### src/rtl/gfmc_pkg.sv
package gfmc_pkg;

   localparam int GF_BYTE_W = 8;
   localparam logic [GF_BYTE_W-1:0] GF_REDUCE = 8'h1B;
   localparam logic [GF_BYTE_W-1:0] GF_PASS   = 8'h00;

   typedef enum logic [2:0] {
      ST_IDLE,
      ST_LOAD,
      ST_CALC,
      ST_EMIT,
      ST_DONE
   } gfmc_state_t;

endpackage

### src/rtl/gfmc_coef.sv
module gfmc_coef #(
   parameter int N_ROWS      = 4,
   parameter int COEF_W      = 4,
   parameter bit SUPPORT_INV = 1'b1,
   localparam int IDX_W      = $clog2(N_ROWS)
) (
   input  logic              inv,
   input  logic [IDX_W-1:0]  row,
   input  logic [IDX_W-1:0]  term,
   output logic [COEF_W-1:0] coef
);

   // column offset of this term relative to the diagonal, wrapping mod N_ROWS
   logic [IDX_W-1:0] offs;
   logic [COEF_W-1:0] fwd_c;
   assign offs = term - row;

   always_comb begin
      unique case (offs)
         2'd0:    fwd_c = COEF_W'(4'h2);
         2'd1:    fwd_c = COEF_W'(4'h3);
         default: fwd_c = COEF_W'(4'h1);
      endcase
   end

   generate
      if (SUPPORT_INV) begin : g_inv
         logic [COEF_W-1:0] inv_c;
         always_comb begin
            unique case (offs)
               2'd0:    inv_c = COEF_W'(4'hE);
               2'd1:    inv_c = COEF_W'(4'hB);
               2'd2:    inv_c = COEF_W'(4'hD);
               default: inv_c = COEF_W'(4'h9);
            endcase
         end
         assign coef = inv ? inv_c : fwd_c;
      end else begin : g_fwd_only
         logic unused_inv;
         assign unused_inv = inv;
         assign coef = fwd_c;
      end
   endgenerate

endmodule

### src/rtl/gfmc_ctrl.sv
module gfmc_ctrl
   import gfmc_pkg::*;
#(
   parameter int N_ROWS  = 4,
   parameter int COEF_W  = 4,
   localparam int IDX_W  = $clog2(N_ROWS),
   localparam int KB_W   = $clog2(COEF_W),
   localparam int STEPS  = 2 * COEF_W + 1,
   localparam int STEP_W = $clog2(STEPS)
) (
   input  logic              clk,
   input  logic              rst_n,
   input  logic              start,
   input  logic              inv_mode,
   input  logic              in_valid,
   input  logic [COEF_W-1:0] coef,
   output logic              cap_en,
   output logic [IDX_W-1:0]  cap_idx,
   output logic              ld_work,
   output logic              acc_en,
   output logic              dbl_en,
   output logic              clr_acc,
   output logic [IDX_W-1:0]  row,
   output logic [IDX_W-1:0]  term,
   output logic              mode_q,
   output logic              out_valid,
   output logic              done,
   output logic              busy
);

   localparam logic [IDX_W-1:0]  LAST_IDX  = IDX_W'(N_ROWS - 1);
   localparam logic [STEP_W-1:0] LAST_STEP = STEP_W'(STEPS - 1);
   localparam logic [KB_W:0]     ONE_K     = (KB_W+1)'(1);

   gfmc_state_t       state_q;
   logic [IDX_W-1:0]  cnt_q;
   logic [IDX_W-1:0]  row_q;
   logic [IDX_W-1:0]  term_q;
   logic [STEP_W-1:0] step_q;
   logic [KB_W:0]     step_m1;
   logic [KB_W-1:0]   bit_idx;
   logic              phase_dbl;
   logic              in_calc;

   assign in_calc   = (state_q == ST_CALC);
   assign step_m1   = step_q[KB_W:0] - ONE_K;
   assign bit_idx   = step_m1[KB_W:1];
   assign phase_dbl = step_m1[0];

   assign cap_en    = (state_q == ST_LOAD) && in_valid;
   assign cap_idx   = cnt_q;
   assign ld_work   = in_calc && (step_q == '0);
   assign acc_en    = in_calc && (step_q != '0) && !phase_dbl && coef[bit_idx];
   assign dbl_en    = in_calc && (step_q != '0) && phase_dbl;
   assign clr_acc   = ((state_q == ST_IDLE) && start) || (state_q == ST_EMIT);
   assign row       = row_q;
   assign term      = term_q;
   assign out_valid = (state_q == ST_EMIT);
   assign done      = (state_q == ST_DONE);
   assign busy      = (state_q != ST_IDLE);

   always_ff @(posedge clk or negedge rst_n) begin
      if (!rst_n) begin
         state_q <= ST_IDLE;
         cnt_q   <= '0;
         row_q   <= '0;
         term_q  <= '0;
         step_q  <= '0;
         mode_q  <= 1'b0;
      end else begin
         unique case (state_q)
            ST_IDLE: begin
               if (start) begin
                  state_q <= ST_LOAD;
                  cnt_q   <= '0;
                  mode_q  <= inv_mode;
               end
            end
            ST_LOAD: begin
               if (in_valid) begin
                  cnt_q <= cnt_q + 1'b1;
                  if (cnt_q == LAST_IDX) begin
                     state_q <= ST_CALC;
                     row_q   <= '0;
                     term_q  <= '0;
                     step_q  <= '0;
                  end
               end
            end
            ST_CALC: begin
               if (step_q == LAST_STEP) begin
                  step_q <= '0;
                  term_q <= term_q + 1'b1;
                  if (term_q == LAST_IDX) state_q <= ST_EMIT;
               end else begin
                  step_q <= step_q + 1'b1;
               end
            end
            ST_EMIT: begin
               if (row_q == LAST_IDX) begin
                  state_q <= ST_DONE;
               end else begin
                  row_q   <= row_q + 1'b1;
                  state_q <= ST_CALC;
               end
            end
            default: state_q <= ST_IDLE;
         endcase
      end
   end


   out_pulse_chk: assert property (@(posedge clk) disable iff (!rst_n)
      out_valid |=> !out_valid);


   done_pulse_chk: assert property (@(posedge clk) disable iff (!rst_n)
      done |=> (!done && !busy));


   restart_ignored_chk: assert property (@(posedge clk) disable iff (!rst_n)
      (busy && !done && start) |=> busy);


   mode_hold_chk: assert property (@(posedge clk) disable iff (!rst_n)
      (busy && !done) |=> (mode_q == $past(mode_q)));

endmodule

### src/rtl/gfmc_dp.sv
module gfmc_dp
   import gfmc_pkg::*;
#(
   parameter int N_ROWS  = 4,
   parameter int BYTE_W  = 8,
   localparam int IDX_W  = $clog2(N_ROWS)
) (
   input  logic              clk,
   input  logic              rst_n,
   input  logic              cap_en,
   input  logic [IDX_W-1:0]  cap_idx,
   input  logic [BYTE_W-1:0] cap_byte,
   input  logic [IDX_W-1:0]  term,
   input  logic              ld_work,
   input  logic              acc_en,
   input  logic              dbl_en,
   input  logic              clr_acc,
   output logic [BYTE_W-1:0] acc
);

   logic [BYTE_W-1:0] col_q [N_ROWS];
   logic [BYTE_W-1:0] work_q;
   logic              msb_q;
   logic [BYTE_W-1:0] xa, xb, xr;

   // column buffer, one register per row
   generate
      for (genvar g = 0; g < N_ROWS; g++) begin : g_col
         always_ff @(posedge clk or negedge rst_n) begin
            if (!rst_n)                                   col_q[g] <= '0;
            else if (cap_en && (cap_idx == IDX_W'(g)))    col_q[g] <= cap_byte;
         end
      end
   endgenerate

   // the single shared XOR path
   always_comb begin
      if (dbl_en) begin
         xa = {work_q[BYTE_W-2:0], 1'b0};
         xb = msb_q ? GF_REDUCE : GF_PASS;
      end else if (acc_en) begin
         xa = acc;
         xb = work_q;
      end else begin
         xa = col_q[term];
         xb = GF_PASS;
      end
   end
   assign xr = xa ^ xb;

   always_ff @(posedge clk or negedge rst_n) begin
      if (!rst_n) begin
         work_q <= '0;
         msb_q  <= 1'b0;
         acc    <= '0;
      end else begin
         if (ld_work || dbl_en) begin
            work_q <= xr;
            msb_q  <= xr[BYTE_W-1];
         end
         if (clr_acc)     acc <= '0;
         else if (acc_en) acc <= xr;
      end
   end


   reduce_lsb_chk: assert property (@(posedge clk) disable iff (!rst_n)
      dbl_en |=> (work_q[0] == $past(msb_q)));


   double_shift_chk: assert property (@(posedge clk) disable iff (!rst_n)
      (dbl_en && !msb_q) |=> (work_q == {$past(work_q[BYTE_W-2:0]), 1'b0}));

endmodule

### src/rtl/gf_mixcol_serial.sv
module gf_mixcol_serial #(
   parameter int BYTE_W      = 8,
   parameter int N_ROWS      = 4,
   parameter int COEF_W      = 4,
   parameter bit SUPPORT_INV = 1'b1,
   localparam int IDX_W      = $clog2(N_ROWS)
) (
   input  logic              clk,
   input  logic              rst_n,
   input  logic              start,
   input  logic              inv_mode,
   input  logic              in_valid,
   input  logic [BYTE_W-1:0] in_byte,
   output logic              out_valid,
   output logic [BYTE_W-1:0] out_byte,
   output logic              done,
   output logic              busy
);

   generate
      if (BYTE_W != gfmc_pkg::GF_BYTE_W) begin : g_bad_width
         $error("gf_mixcol_serial: BYTE_W must be 8");
      end
      if (N_ROWS != 4) begin : g_bad_rows
         $error("gf_mixcol_serial: N_ROWS must be 4");
      end
      if (COEF_W != 4) begin : g_bad_coef
         $error("gf_mixcol_serial: COEF_W must be 4");
      end
   endgenerate

   logic              cap_en, ld_work, acc_en, dbl_en, clr_acc, mode_q;
   logic [IDX_W-1:0]  cap_idx, row, term;
   logic [COEF_W-1:0] coef;

   gfmc_ctrl #(.N_ROWS(N_ROWS), .COEF_W(COEF_W)) u_ctrl (
      .clk       (clk),
      .rst_n     (rst_n),
      .start     (start),
      .inv_mode  (inv_mode),
      .in_valid  (in_valid),
      .coef      (coef),
      .cap_en    (cap_en),
      .cap_idx   (cap_idx),
      .ld_work   (ld_work),
      .acc_en    (acc_en),
      .dbl_en    (dbl_en),
      .clr_acc   (clr_acc),
      .row       (row),
      .term      (term),
      .mode_q    (mode_q),
      .out_valid (out_valid),
      .done      (done),
      .busy      (busy)
   );

   gfmc_coef #(.N_ROWS(N_ROWS), .COEF_W(COEF_W), .SUPPORT_INV(SUPPORT_INV)) u_coef (
      .inv  (mode_q),
      .row  (row),
      .term (term),
      .coef (coef)
   );

   gfmc_dp #(.N_ROWS(N_ROWS), .BYTE_W(BYTE_W)) u_dp (
      .clk      (clk),
      .rst_n    (rst_n),
      .cap_en   (cap_en),
      .cap_idx  (cap_idx),
      .cap_byte (in_byte),
      .term     (term),
      .ld_work  (ld_work),
      .acc_en   (acc_en),
      .dbl_en   (dbl_en),
      .clr_acc  (clr_acc),
      .acc      (out_byte)
   );


   out_not_done_chk: assert property (@(posedge clk) disable iff (!rst_n)
      out_valid |-> (!done && busy));


   idle_quiet_chk: assert property (@(posedge clk) disable iff (!rst_n)
      !busy |-> (!out_valid && !done));

endmodule

### config.mk
export PLATFORM = sky130hd
export DESIGN_NAME = gf_mixcol_serial
export DESIGN_NICKNAME = d
export VERILOG_FILES = /design/src/rtl/gfmc_pkg.sv /design/src/rtl/gfmc_coef.sv /design/src/rtl/gfmc_ctrl.sv /design/src/rtl/gfmc_dp.sv /design/src/rtl/gf_mixcol_serial.sv
export SDC_FILE = /design/constraint.sdc
export NUM_CORES = 1
export LEC_CHECK = 0
export CORE_MARGIN = 8
export CORE_UTILIZATION = 35
export CTS_BUF_LIST = sky130_fd_sc_hd__clkbuf_16
export DETAILED_ROUTE_END_ITERATION = 8
export PLACE_DENSITY_LB_ADDON = 0.15
export SLEW_MARGIN = 20
export SYNTH_ARGS = -nofsm -noshare
export SYNTH_HDL_FRONTEND = slang
export SYNTH_HIERARCHICAL = 1
export SYNTH_SLANG_ARGS = --single-unit
### constraint.sdc
create_clock -name clk -period 2.22 [get_ports clk]
set_input_delay 0.222 -clock clk [delete_from_list [all_inputs] [get_ports clk]]
set_output_delay 0.222 -clock clk [all_outputs]
set_load 0.02 [all_outputs]
==> out/results.txt <==
The run finished, with violations left. The checks that failed: setup timing. The post-CTS clock slew at the launch and capture registers of the worst setup and hold paths is 0.06 ns.

Counting along the longest clock path gives a buffer depth of 2. For the pin with the worst max-slew slack, the measured transition is 0.692 ns. sky130_fd_sc_hd__dfrtp_1 is the most common cell in the netlist. The tools report the starting density of the core as 35.7%. The share of total power in combinational logic came out at 41.9%.

IR analysis of the VDD net gives a maximum drop of 0.000464 V. The tools report the launching element of the worst setup path as u_ctrl/term[0]. The logs give 5 for the total setup violations reported at the end of the flow and 0.478 ns for the final-layout worst hold slack. Using the TritonRoute via totals, the vias-per-cell ratio works out to 5.13. The number of synthesized flops with an enable pin is 0, and the largest net degree at the start of global routing is 38. Global routing finished with a remaining overflow of 0. Routed wirelength normalized by instance count: 15.9 microns. The later pin in the worst-skew pair is clocked with a latency of 0.32 ns.

The wire length of the first global-routing pass came out at 13.1 mm. The global placement routability congestion is 0.762. The root buffer cell chosen for the clock tree is sky130_fd_sc_hd__clkbuf_16.

The worst setup path is launched from a flop. The static leakage power is 1.87 nW. The worst setup path category was flop to flop. Counting cells, the worst reg-to-reg path comes to 9. The run gives 6.14 mW as the total power of the final layout. At the placement stage, the worst setup path has a slack of -0.0604 ns. The worst register-to-register path ends at u_dp/work_q[4].

The run gives 25.1% as the clock share of power. The tools report the multi-input gate area in the final layout as 1960 sq um. The power density over cell area was 1350 nW/um^2. Number of flip-flops and latches in the synthesized netlist: 62. The run gives 0 as the max-slew violation count.

The HPWL after detailed placement is 5.36 mm. Global routing used 12.4% of the available tracks across all layers. In this run the remaining antenna-violating nets after routing total 0.

For the net count reported at finish, the log shows 375. The H-tree generated during clock tree synthesis spans 3 levels. After synthesis the cells add up to 3480 sq um. The final worst-path cycle share came out at 101%. STA classifies the critical path endpoint as a flop. By count the netlist is led by 62 x sky130_fd_sc_hd__dfrtp_1, 36 x sky130_fd_sc_hd__mux2_2, 21 x sky130_fd_sc_hd__o21ai_0, 17 x sky130_fd_sc_hd__nor2_1, 15 x sky130_fd_sc_hd__nand2_1.

Summing over every cut layer, the via total after detailed routing is 2,535. The logs give 9 for the number of buffers added by the clock tree synthesis step and 0.00394 ns for the clock skew. In this run the tool buffered the top-level ports with 23 buffer cells.

For this design the total switching power over the nets is 2.11 mW. The smallest clock period supported by the final layout is computed as 2.25 ns. For the data required time at the worst endpoint, the log shows 2.47 ns. The post-route netlist has 34.6% of its cells at a drive strength greater than 1. The run gives 7.83 mm as the total wire length. Of all nets on the critical path, the largest fanout is 6. The die is 116 microns wide. Setup repair after global routing could not meet its margin everywhere.

Data on the critical path arrives at its endpoint at 2.50 ns. The initial antenna violation count was 0. At the end of the flow the core is filled with cells to 46.7%. Yosys mapped the design onto 58 distinct sky130hd cell types. The number of I/O pins is 24. The die is 116 microns tall. Net switching is 34.3% of the power. TritonCTS built the clock tree. Synthesis produced a netlist whose cell count is 308. After floorplanning, the core was divided into 36 placement rows.

Cell internal power was estimated by the tool at 4.04 mW. The sequential cell area was 1550 sq um; the normalized max-slew margin was 53.9%. The number of non-filler instances in the completed layout is 494. In this run, placement finished with an instance count of 472. Remaining design rule violation count: 0. The final hold violation count came out at 0. The dominant register cell in the synthesized netlist was sky130_fd_sc_hd__dfrtp_1. The tools report the number of iterations in the first detailed-routing pass as 4. Of all flip-flops after synthesis, the portion carrying an async set or reset was 100%. 0 antenna diodes ended up in the layout. The run gives 6 as the total of warnings raised by yosys. For the slack of the worst reg-to-reg path, the log shows -0.03 ns. Yosys attributes the largest share of cell area to sky130_fd_sc_hd__dfrtp_1 45%, sky130_fd_sc_hd__mux2_2 12%, sky130_fd_sc_hd__mux2i_1 3.7%.

When the netlist entered floorplanning its net count stood at 327. The sequential share of power was 32.9%. Relative to the synthesized area, the layout overhead comes to 30.7%.

Sequential elements use 44.6% of the synthesized area. Fill cells in the final layout number 934. The run gives 13,400 sq um as the die footprint. Clock tree synthesis found a total of 62 sinks.

Of the post-synthesis cell area, the dominant cell type holds 44.6%. The area of the core is 9730 sq um. The origin of the critical flop-to-flop path is u_ctrl/term[0]. Largest area contributor in the synthesized netlist: sky130_fd_sc_hd__dfrtp_1. The final worst-path setup slack was -0.0311 ns. The type of the tightest min-delay check is input port to async pin. For this run, the top clock speed supported by timing is 444 MHz.

The run gives 2,574 as the via count of the first global-routing pass. The tool flagged a number of max-cap violations equal to 0. After the first detailed-routing iteration, the DRC count stood at 95. After synthesis, the mean cell area works out to 11.3 sq um.
==> state kept, by name, summed over array words and instances, names as in the netlist <==
| name | cells |
|---|---|
| u_ctrl/row | 2 |
| u_dp/acc | 8 |
| u_ctrl/step_q | 4 |
| u_ctrl/cap_idx | 2 |
| u_ctrl/state_q | 3 |
| u_dp/col_q | 32 |
| u_dp/work_q | 8 |
| u_ctrl/mode_q | 1 |
| u_ctrl/term | 2 |
==> power by group through the flow <==
stage / logic, mW / registers [mW] / clock network (mW)
after floorplan: 1.75 / 1.96 / 0
after global placement: 2.40 / 1.99 / 0
after detailed placement: 2.43 / 2.02 / 0
after CTS: 2.51 / 2.01 / 1.58
after global routing: 2.84 / 2.09 / 1.64
final: 2.58 / 2.02 / 1.54
==> per-stage QoR <==
step	TNS [ns]	cell area (sq um)
after floorplan	-0.0460	3510
after global placement	-0.156	4040
after detailed placement	-0.235	4040
after CTS	-0.0394	4460
after global routing	-1.44	4550
final	-0.0831	4550
==> cells in the final DEF (no fill, tap or decap), types with 4 or more instances in the layout <==
cell type and instances:
sky130_fd_sc_hd__and2_1 7, sky130_fd_sc_hd__nand2_1 15, sky130_fd_sc_hd__a22o_1 5, sky130_fd_sc_hd__a22oi_2 4, sky130_fd_sc_hd__nor2_1 14, sky130_fd_sc_hd__mux2i_1 13
sky130_fd_sc_hd__clkbuf_16 9, sky130_fd_sc_hd__o21ai_0 10, sky130_fd_sc_hd__mux2_2 36, sky130_fd_sc_hd__clkdlybuf4s50_1 22, sky130_fd_sc_hd__o21ai_2 4, sky130_fd_sc_hd__buf_12 4
sky130_fd_sc_hd__nand2b_1 6, sky130_fd_sc_hd__ha_1 5, sky130_fd_sc_hd__buf_4 25, sky130_fd_sc_hd__xor2_1 5, sky130_fd_sc_hd__inv_6 4, sky130_fd_sc_hd__a21oi_1 11
sky130_fd_sc_hd__dfrtp_1 61, sky130_fd_sc_hd__o21ai_1 7, sky130_fd_sc_hd__nor3b_1 9
==> how the worst max path moves through the flow <==
stage                                end  slack [ns]  cells after the start
after global routing      u_dp/work_q[5]       -0.17                     10
final                     u_dp/work_q[4]       -0.03                      9
after global placement    u_dp/work_q[1]       -0.05                      9
after detailed placement  u_dp/work_q[4]       -0.06                      9
after floorplan           u_dp/work_q[2]       -0.03                      9
after CTS                 u_dp/work_q[4]       -0.02                      9
==> metal layers <==
metal	routed length, microns	vias to the layer above	global-route usage (%)	part of all wire [%]
met3	204	4	2.66	2.6
met2	3560	26	18.6	45
met5	0	-	0	0
met4	56	0	4.06	0.71
met1	4020	1269	17.2	51
li1	-	1236	-	-
==> critical path: stages, from the launching register on <==
cell and delay, ns:
sky130_fd_sc_hd__dfrtp_2 0.40, sky130_fd_sc_hd__inv_2 0.07, sky130_fd_sc_hd__ha_4 0.20, sky130_fd_sc_hd__and2_4 0.15, sky130_fd_sc_hd__mux4_2 0.45, sky130_fd_sc_hd__nor3b_4 0.17
sky130_fd_sc_hd__buf_12 0.15, sky130_fd_sc_hd__buf_4 0.15, sky130_fd_sc_hd__o311ai_2 0.27, sky130_fd_sc_hd__a2bb2oi_1 0.18
==> what timing repair did <==
action | in CTS | in global routing
gates resized for setup | 12 | 27
endpoints found under the setup margin | 6 | 14
buffers inserted | 4 | 1
hold endpoints to repair | 25 | 0
pin swaps | 11 | 17
hold buffers | 1 | 0
==> area by class of cell <==
class	instances	share of cell area, %
Timing Repair Buffer	55	11.6
Multi-Input combinational cell	224	43.1
Clock inverter	7	2.26
Tap cell	133	3.66
Clock buffer	9	4.95
Inverter	4	0.330
Sequential cell	62	34.2
==> cells by family (layout without fill, tap and decap cells) <==
logic type,Yosys count,in the layout,share of synthesized area [%]
and+or+nand+nor,89,89,16.6
AOI/OAI and AO/OA,69,69,13.5
buffers and inverters,22,75,3.71
xor gates and xnor gates,8,8,2.41
muxes,52,52,17.0
DFF,62,62,44.6
adders and majority gates,6,6,2.16
Note: power is estimated with default switching activity, not from simulation.
